$ cat config.mk
export PLATFORM = sky130hd
export DESIGN_NAME = vc_victim_buffer
export DESIGN_NICKNAME = d
export VERILOG_FILES = /design/src/rtl/vc_pkg.sv /design/src/rtl/vc_tag_match.sv /design/src/rtl/vc_lru_rank.sv /design/src/rtl/vc_victim_buffer.sv
export SDC_FILE = /design/constraint.sdc
export NUM_CORES = 1
export LEC_CHECK = 0
export BUFFER_PORTS_ARGS = -buffer_cell sky130_fd_sc_hd__clkbuf_2
export CAP_MARGIN = 40
export CELL_PAD_IN_SITES_DETAIL_PLACEMENT = 1
export CELL_PAD_IN_SITES_GLOBAL_PLACEMENT = 1
export CORE_ASPECT_RATIO = 1.75
export CORE_MARGIN = 2
export CORE_UTILIZATION = 52
export DETAILED_ROUTE_END_ITERATION = 12
export GPL_TIMING_DRIVEN = 0
export PLACE_DENSITY_LB_ADDON = 0.08
export SLEW_MARGIN = 0
export SYNTH_ARGS = -nofsm -noshare
export SYNTH_HDL_FRONTEND = slang
export SYNTH_HIERARCHICAL = 1
export SYNTH_SLANG_ARGS = --single-unit
$ cat constraint.sdc
create_clock -name clk -period 17.6 [get_ports clk]
set_input_delay 2.64 -clock clk [delete_from_list [all_inputs] [get_ports clk]]
set_output_delay 2.64 -clock clk [all_outputs]
set_load 0.01 [all_outputs]
$ cat src/rtl/vc_pkg.sv
package vc_pkg;

  // Action taken by the buffer in a cycle with a lookup.
  typedef enum logic [1:0] {
    OP_LOOK_ONLY = 2'd0,  // miss, nothing to store (or no lookup)
    OP_HIT_SWAP  = 2'd1,  // hit, evicted line takes the hit slot
    OP_HIT_TAKE  = 2'd2,  // hit, slot is freed
    OP_MISS_FILL = 2'd3   // miss, evicted line is stored
  } vc_op_e;

  // Index of the lowest set bit; 0 when none is set.
  function automatic int unsigned first_one(input logic [31:0] v);
    int unsigned r;
    r = 0;
    for (int i = 31; i >= 0; i--) begin
      if (v[i]) r = i;
    end
    return r;
  endfunction

endpackage

$ cat src/rtl/vc_tag_match.sv
module vc_tag_match #(
  parameter int ENTRIES = 4,
  parameter int ADDR_W  = 26
) (
  input  logic [ENTRIES-1:0]             valid_vec,
  input  logic [ENTRIES-1:0][ADDR_W-1:0] tag_vec,
  input  logic [ADDR_W-1:0]              lk_addr,
  input  logic [ADDR_W-1:0]              ev_addr,
  output logic [ENTRIES-1:0]             lk_hit_vec,
  output logic [ENTRIES-1:0]             ev_dup_vec
);
  // One comparator pair per entry.
  for (genvar g = 0; g < ENTRIES; g++) begin : g_cmp
    assign lk_hit_vec[g] = valid_vec[g] && (tag_vec[g] == lk_addr);
    assign ev_dup_vec[g] = valid_vec[g] && (tag_vec[g] == ev_addr);
  end
endmodule

$ cat src/rtl/vc_lru_rank.sv
module vc_lru_rank #(
  parameter int ENTRIES = 4,
  localparam int IDX_W  = $clog2(ENTRIES)
) (
  input  logic             clk,
  input  logic             rst_n,
  input  logic             touch_en,
  input  logic [IDX_W-1:0] touch_idx,
  output logic [IDX_W-1:0] oldest_idx
);
  // rank 0 = most recent, ENTRIES-1 = least recent; ranks stay a permutation.
  logic [ENTRIES-1:0][IDX_W-1:0] rank_q;

  always_ff @(posedge clk) begin
    if (!rst_n) begin
      for (int i = 0; i < ENTRIES; i++) rank_q[i] <= IDX_W'(i);
    end else if (touch_en) begin
      for (int i = 0; i < ENTRIES; i++) begin
        if (touch_idx == IDX_W'(i))             rank_q[i] <= '0;
        else if (rank_q[i] < rank_q[touch_idx]) rank_q[i] <= rank_q[i] + 1'b1;
      end
    end
  end

  always_comb begin
    oldest_idx = '0;
    for (int i = 0; i < ENTRIES; i++) begin
      if (rank_q[i] == IDX_W'(ENTRIES - 1)) oldest_idx = IDX_W'(i);
    end
  end
endmodule

$ cat src/rtl/vc_victim_buffer.sv
module vc_victim_buffer #(
  parameter int ENTRIES = 4,
  parameter int ADDR_W  = 26,
  parameter int LINE_W  = 64
) (
  input  logic              clk,
  input  logic              rst_n,
  input  logic              lk_valid,
  input  logic [ADDR_W-1:0] lk_addr,
  input  logic              ev_valid,
  input  logic [ADDR_W-1:0] ev_addr,
  input  logic [LINE_W-1:0] ev_data,
  input  logic              ev_dirty,
  output logic              rsp_valid,
  output logic              rsp_hit,
  output logic [LINE_W-1:0] rsp_data,
  output logic              rsp_dirty,
  output logic              wb_valid,
  output logic [ADDR_W-1:0] wb_addr,
  output logic [LINE_W-1:0] wb_data
);
  import vc_pkg::*;
  localparam int IDX_W = $clog2(ENTRIES);

  // Entry storage
  logic [ENTRIES-1:0]             valid_q, dirty_q;
  logic [ENTRIES-1:0][ADDR_W-1:0] tag_q;
  logic [ENTRIES-1:0][LINE_W-1:0] data_q;

  // Named internal events
  logic [ENTRIES-1:0] lk_hit_vec, ev_dup_vec;
  logic               lk_hit, ev_dup, has_free, spill, touch_en;
  logic [IDX_W-1:0]   hit_idx, dup_idx, free_idx, lru_idx, fill_idx, touch_idx;
  vc_op_e             op;

  vc_tag_match #(.ENTRIES(ENTRIES), .ADDR_W(ADDR_W)) u_match (
    .valid_vec(valid_q), .tag_vec(tag_q), .lk_addr(lk_addr), .ev_addr(ev_addr),
    .lk_hit_vec(lk_hit_vec), .ev_dup_vec(ev_dup_vec)
  );

  vc_lru_rank #(.ENTRIES(ENTRIES)) u_lru (
    .clk(clk), .rst_n(rst_n), .touch_en(touch_en), .touch_idx(touch_idx),
    .oldest_idx(lru_idx)
  );

  assign lk_hit   = |lk_hit_vec;
  assign ev_dup   = |ev_dup_vec;
  assign has_free = ~&valid_q;
  assign hit_idx  = IDX_W'(first_one(32'(lk_hit_vec)));
  assign dup_idx  = IDX_W'(first_one(32'(ev_dup_vec)));
  assign free_idx = IDX_W'(first_one(32'(~valid_q)));

  always_comb begin
    op = OP_LOOK_ONLY;
    if (lk_valid) begin
      if (lk_hit) op = ev_valid ? OP_HIT_SWAP : OP_HIT_TAKE;
      else if (ev_valid) op = OP_MISS_FILL;
    end
  end

  // Slot for a line stored on a miss: same-address copy, then empty, then LRU.
  assign fill_idx  = ev_dup ? dup_idx : (has_free ? free_idx : lru_idx);
  assign spill     = (op == OP_MISS_FILL) && !ev_dup && !has_free && dirty_q[lru_idx];
  assign touch_en  = (op == OP_HIT_SWAP) || (op == OP_MISS_FILL);
  assign touch_idx = (op == OP_HIT_SWAP) ? hit_idx : fill_idx;

  always_ff @(posedge clk) begin
    if (!rst_n) begin
      valid_q <= '0;
      dirty_q <= '0;
    end else begin
      case (op)
        OP_HIT_SWAP: begin
          if (ev_dup) valid_q[dup_idx] <= 1'b0;  // drop stale copy elsewhere
          dirty_q[hit_idx] <= ev_dirty;
        end
        OP_HIT_TAKE:  valid_q[hit_idx] <= 1'b0;
        OP_MISS_FILL: begin
          valid_q[fill_idx] <= 1'b1;
          dirty_q[fill_idx] <= ev_dirty;
        end
        default: ;
      endcase
    end
  end

  always_ff @(posedge clk) begin
    if (op == OP_HIT_SWAP) begin
      tag_q[hit_idx]  <= ev_addr;
      data_q[hit_idx] <= ev_data;
    end else if (op == OP_MISS_FILL) begin
      tag_q[fill_idx]  <= ev_addr;
      data_q[fill_idx] <= ev_data;
    end
  end

  // Registered response and writeback: one cycle after the lookup.
  always_ff @(posedge clk) begin
    if (!rst_n) begin
      rsp_valid <= 1'b0;
      rsp_hit   <= 1'b0;
      rsp_data  <= '0;
      rsp_dirty <= 1'b0;
      wb_valid  <= 1'b0;
      wb_addr   <= '0;
      wb_data   <= '0;
    end else begin
      rsp_valid <= lk_valid;
      rsp_hit   <= lk_valid && lk_hit;
      rsp_data  <= data_q[hit_idx];
      rsp_dirty <= lk_valid && lk_hit && dirty_q[hit_idx];
      wb_valid  <= spill;
      wb_addr   <= tag_q[lru_idx];
      wb_data   <= data_q[lru_idx];
    end
  end
endmodule

======== After elaboration in Yosys (flattened, before gate mapping) ========
Index checks and enable logic that the tools add are counted.
Widths: inputs -> output; s select.
operators by class
  bitwise gates (word level) .............. 6
  order comparisons ....................... 12
  shift-type cells ........................ 0
  muxes and demuxes ....................... 97
  multiply operators ...................... 0
  div/mod/pow operators ................... 0
  $add $sub $neg .......................... 4
  eq/ne operators ......................... 18
  reduce and logical (&&, ||, !) cells .... 33
operators with widths
  kind                 count
  $bwmux 256           2
  $mux 256             2
  $bmux 64 s2          2
  $demux 64 s2         2
  $mux 64              4
  $bwmux 104           2
  $eq 26x26->1         8
  $mux 104             2
  $mux 2               58
  $demux 26 s2         2
  $mux 26              3
  $bmux 26 s2          1
  $not 4->32           1
  $logic_and 1x1->1    16
  $lt 2x3->1 const B   5
  $eq 2x2->1 const B   7
  $pmux 4 s3           1
  $reduce_and 2->1     5
  $reduce_bool 2->1    5
  $add 2x1->2 const B  4
  $and 4x4->4          2
  $bwmux 4             2
  $lt 2x2->1           4
  $not 4->4            2
  16 further kinds     28
storage, ports and cells
  output and inout bits ................... 158
  memories kept ........................... 0
  memory bits (read-only) ................. 0
  word-level logic and storage cells ...... 191
  RAM bits ................................ 0
  latch bits .............................. 0
  input bits .............................. 121
  register bits after elaboration ......... 534

======== Logic depth before layout (Yosys ltp) ========
  word-level depth ........................ 42
  depth in mapped cells ................... 19
  gate-level depth less buffers ........... 15

======== Cells and area by module ========
Netlist, hierarchy kept.
modules (own cells, without submodules)
  module            sequential area each (um^2)  cells an instance  instances  area an instance (um^2)
  vc_victim_buffer  14133.6                      1448               1          21798.4
  vc_tag_match      0.0                          332                1          2857.7
  vc_lru_rank       160.2                        82                 1          685.7

======== Worst setup path after synthesis ========
No wires, ideal clock.
  path type ............................... input port to flip-flop
  start point ............................. input port ev_addr[9]
  end point ............................... register dirty_q[3]
  required time ........................... 17.189 ns
  arrival time ............................ 11.928 ns
  setup slack ............................. 5.260 ns
  stages .................................. 10
  library setup time ...................... 0.411 ns
  path buffers ............................ 1
  path through ............................ buf_2 xnor2_1 nand4_1 or4_1 nor4_2 and4bb_4 a2111oi_4 nand2_4 o31ai_1 mux2i_1
on the way
  elaborated cells between the ends (all ways) .. 21
  classes of those cells .................. 2 x order compare; 4 x eq/ne; 9 x mux; 6 x reduce/logical
RTL lines
  what                                                            line                    text
  start, declared                                                 vc_victim_buffer.sv:11  input logic [ADDR_W-1:0] ev_addr,
  $eq 26x26->1 (*)                                                vc_tag_match.sv:15      assign ev_dup_vec[g] = valid_vec[g] && (tag_vec[g] == ev_addr);
  $logic_and 1x1->1 (*)                                           vc_tag_match.sv:15
  named net ev_dup_vec[2]                                         vc_victim_buffer.sv:31  logic [ENTRIES-1:0] lk_hit_vec, ev_dup_vec;
  $mux 2 (3 in series)                                            vc_pkg.sv:16            if (v[i]) r = i;
  $mux 2 (*)                                                      vc_victim_buffer.sv:62  assign fill_idx = ev_dup ? dup_idx : (has_free ? free_idx : lru_idx);
  $lt 2x3->1 (implied by the code) or $ge 2x1->1 (tied branches)  vc_victim_buffer.sv:80  dirty_q[fill_idx] <= ev_dirty;
  $logic_and 1x1->1 (implied by the code)                         vc_victim_buffer.sv:80
  $mux 1 (implied by the code)                                    vc_victim_buffer.sv:80
  $demux 1 s2 (*)                                                 vc_victim_buffer.sv:80
  $bwmux 4 (*)                                                    vc_victim_buffer.sv:80
  $pmux 4 s2 (*)                                                  vc_victim_buffer.sv:72  case (op)
  end signal, assigned by index                                   vc_victim_buffer.sv:75  dirty_q[hit_idx] <= ev_dirty;
  end signal, assigned by index                                   vc_victim_buffer.sv:80
  end, declared                                                   vc_victim_buffer.sv:26  logic [ENTRIES-1:0] valid_q, dirty_q;
The timed path passes the listed nets; every way through them passes the cells marked *.
A chain may end at the register's enable or synchronous reset.

======== Worst setup path after layout ========
  start point ............................. input port lk_addr[17]
  end point ............................... register u_lru/rank_q[5] in the netlist's numbering
on the way
  word-level cells in the longest chain between the ends .. 12
  elaborated cells between the ends (all ways) .. 26
  classes of those cells .................. 1 x order compare; 7 x eq/ne; 10 x mux; 8 x reduce/logical
ends and longest elaborated chain
  what                                       line                                  text
  start, declared                            vc_victim_buffer.sv:9                 input logic [ADDR_W-1:0] lk_addr,
  $eq 26x26->1 (*)                           vc_tag_match.sv:14                    assign lk_hit_vec[g] = valid_vec[g] && (tag_vec[g] == lk_addr);
  $logic_and 1x1->1 (*)                      vc_tag_match.sv:14
  named net lk_hit_vec[3]                    vc_victim_buffer.sv:31
  $reduce_or 4->1 or $mux 2 (tied branches)  vc_victim_buffer.sv:46, vc_pkg.sv:16
  $mux 2, on equally long branches           vc_victim_buffer.sv:56, vc_pkg.sv:16
  $mux 2, on equally long branches           vc_victim_buffer.sv:55, vc_pkg.sv:16
  $eq 2x1->1 or $mux 2 (tied branches)       vc_victim_buffer.sv:65, vc_pkg.sv:16
  $mux 2 (*)                                 vc_victim_buffer.sv:65                assign touch_idx = (op == OP_HIT_SWAP) ? hit_idx : fill_idx;
  named net touch_idx[0]                     vc_victim_buffer.sv:33                logic [IDX_W-1:0] hit_idx, dup_idx, free_idx, lru_idx, fill_idx, touch_idx;
  $bmux 2 s2                                 vc_lru_rank.sv:20                     else if (rank_q[i] < rank_q[touch_idx]) rank_q[i] <= rank_q[i] + 1'b1;
  $mux 2 (implied by the code)               vc_lru_rank.sv:20
  $lt 2x2->1                                 vc_lru_rank.sv:20
  $reduce_bool 2->1 (no source line)         --
  $reduce_and 2->1 (no source line)          --
  end signal, assigned by index              vc_lru_rank.sv:19                     if (touch_idx == IDX_W'(i)) rank_q[i] <= '0;
  end, declared                              vc_lru_rank.sv:12                     logic [ENTRIES-1:0][IDX_W-1:0] rank_q;
The timed path passes the listed nets; every way through them passes the cells marked *. The select of a mux whose other input is x is not followed.

==> impl_metrics.yaml <==
critical_path:
  crit_path_end_kind: "flop"
  critPathKind: "in -> reg"
  required_ps: 18080
  r2r_slack_ps: 10860
  crit_fanout: 10
  critical_path_arrival_ps: 8940
  crit_path_start_kind: "input port"
hold_path:
  hold_path.class: "reg -> reg"
floorplan:
  rows: 107
  start_util_pct: 52.3
  num_io_pins: 279
  die_area_um2: 50600
  die_h_um: 296
  die_x_um: 171
  coreArea_um2: 48500
pwr:
  leakagePower_nw: 11.5
  pwr-share-seq_pct: 50.2
  clkPwrFrac_pct: 42.0
  combPwrFrac_pct: 7.9
  p_sw_share_pct: 23.7
  p_switching_mw: 0.649
  finalPower_mw: 2.74
  vdd_drop_max_mv: 0.0899
  powerDensity_nw_per_um2: 92.5
  internal_power_mw: 2.09
detailed_routing:
  wirelength_mm: 91.8
  drcViolationCount: 0
  num_vias: 17400
  drt_iter0_drc: 1332
  via_per_inst: 6.01
  wl_per_cell_um: 31.7
  antenna_left: 0
  dr.pass1.iters: 7
sta:
  rsz0062_at_grt: "no"
  timing.fmax_ghz: 0.118
  setup_viol: 0
  finalHoldViolations: 0
  max-slew-margin-rel_pct: 34.4
  finalWorstSetupSlack_ps: 9150
  hold_ws_ps: 499
  drv_slew: 0
  post-route-period-util_pct: 48.0
  period_minus_slack_ps: 8450
  worstMarginPinSlew_ps: 985
  fin_skew_ps: 23.4
yosys:
  muxShareOfSynthArea_pct: 11.5
  synth_top_flop_cell: "edfxtp_1"
  synth_top_family_by_area: "simple AND/OR/NAND/NOR gates"
  ys_seq_elements: 534
  synth_nets: 1990
  ys_seq_area_share_pct: 56.4
  synthCells: 1862
  ys_warn_count: 6
  netlist.area_leader.share_pct: 42.7
  synth_compound_area_share_pct: 4.13
  synth_edf_count: 360
  synthesis.area_um2: 25300
  synth_area_leader_cell: "edfxtp_1"
  synth_cell_type_count: 63
  syn_area_per_cell_um2: 13.6
  async_flop_share_pct: 0
  synthTopCellsByArea: "edfxtp_1 43%, dfxtp_1 14%, and2_1 9.0%"
  synth_xor_area_share_pct: 7.25
  synth_fa_ha_area_share_pct: 0.346
  yosys.area_share.simple_pct: 16.5
cells_and_area:
  drive_above_1_share_pct: 31.3
  finalNetCount: 2318
  fin_util_pct: 61.2
  final_cell_mix: "363 x and2_1, 360 x edfxtp_1, 261 x clkbuf_2"
  mostFrequentLayoutCell: "and2_1"
  synthToLayoutAreaGrowth_pct: 17.0
  nFillCells: 4833
cts:
  clkTransAtPathRegs_ps: 70
  clock_latency_ps: 610
  cts_max_level: 2
  postCtsSetupBuffers: 0
  cts.sinks: 534
  cts_buffer_depth: 3
  cts_tree: "built"
  cts_root_buf: "clkbuf_16"
  ctsResizeCount: 0
  cts_buffers: 49
  cts_hold_buf: 0
grt:
  first_global_vias: 19000
  grt_pass1_wl_mm: 129
  gr-total-overflow: 0
  antenna_found_initial: 8
  grt_max_degree: 54
  grt_use_total_pct: 36.2
place:
  pre_cts_slack_ps: 8710
  numPortBuffers: 252
  hpwl_mm: 67.6
  gp_congestion: 1.03
flow_run:
  maxCapViolCount: 0
outcome:
  status: "finished clean"
layer usage:
metal | vias up | global-route usage (%) | share of wire, %
li1 | 7401 | - | -
met1 | 8877 | 35.9 | 32
met2 | 835 | 67.4 | 54
met3 | 270 | 5.35 | 5.6
met4 | 2 | 27.1 | 8.6
met5 | - | 0 | 0.014
flip-flops by register name (all words and copies together) (netlist names), 4 cells and up:
register,cells
wb_data,64
data_q,256
tag_q,104
valid_q,4
rsp_data,64
u_lru/rank_q,8
wb_addr,26
dirty_q,4
cells in the mapped netlist (3+ instances only):
library cell and count:
a21oi_1 14, a222oi_1 65, a31oi_1 3, and2_1 363, and2b_2 90, buf_1 7, buf_2 20, buf_6 39
clkbuf_1 83, clkbuf_2 9, dfxtp_1 174, edfxtp_1 360, ha_1 7, inv_1 17, mux2_2 65, mux2i_1 7
mux4_2 91, nand2_1 21, nand2b_1 3, nand3_1 10, nand4_1 45, nand4_2 5, nor2_1 79, nor3_1 4
nor4_2 8, o211a_1 3, o21ai_0 9, or4_1 9, xnor2_1 206
layout make-up:
cell class                      count  area (um2)  share of cell area (%)
Inverter                           18        72.6                   0.245
Timing Repair Buffer              277        1670                    5.64
Antenna cell                        8        20.0                  0.0675
Tap cell                          654         818                    2.76
Clock inverter                     14         138                   0.464
Multi-Input combinational cell   1152       10100                    34.1
Buffer                            158         922                    3.11
Sequential cell                   534       14300                    48.2
Clock buffer                       78        1610                    5.42
power by group through the flow:
stage / Combinational [mW] / Clock [mW] / Sequential, mW
final: 0.215 / 1.15 / 1.38
after floorplan: 0.112 / 0 / 1.40
after global routing: 0.224 / 1.20 / 1.38
after global placement: 0.201 / 0 / 1.40
after CTS: 0.214 / 1.16 / 1.38
after detailed placement: 0.211 / 0 / 1.40
stage by stage:
step                      setup TNS (ps)  instance area [um2]  std cells
final                                  0                29600       2893
after CTS                              0                29600       2884
after floorplan                        0                25300       1862
after global routing                   0                29600       2890
after global placement           -521540                27400       2768
after detailed placement               0                27900       2792
path summary, 6_finish.rpt:
path | from | to | cells after the start
worst max-delay path | lk_addr[17] | u_lru/rank_q[5] | 18
worst min register to register | dirty_q[1] | dirty_q[1] | 2
worst min-delay path | dirty_q[1] | dirty_q[1] | 2
worst max register to register | tag_q[29] | u_lru/rank_q[5] | 17
critical path, cell delays in order:
cell	delay, ps
buf_6	110
xnor2_1	600
nand4_1	360
or4_1	670
nor4_2	590
nand2b_1	160
a21oi_1	260
clkbuf_1	530
buf_2	410
nand2_1	110
o21ai_0	270
clkbuf_1	420
mux4_1	600
inv_1	180
ha_1	280
o311a_1	130
o311a_1	310
a211o_1	270
cell families (layout without fill, tap and decap cells):
family | count (synthesis) | count (layout)
adders and majority gates | 7 | 7
other | 0 | 8
and+or+nand+nor | 656 | 656
buffers and inverters | 176 | 545
xor gates and xnor gates | 208 | 208
AOI/OAI and AO/OA | 116 | 116
DFF | 534 | 534
muxes | 165 | 165
No activity file was read; power rests on OpenSTA's default activity.
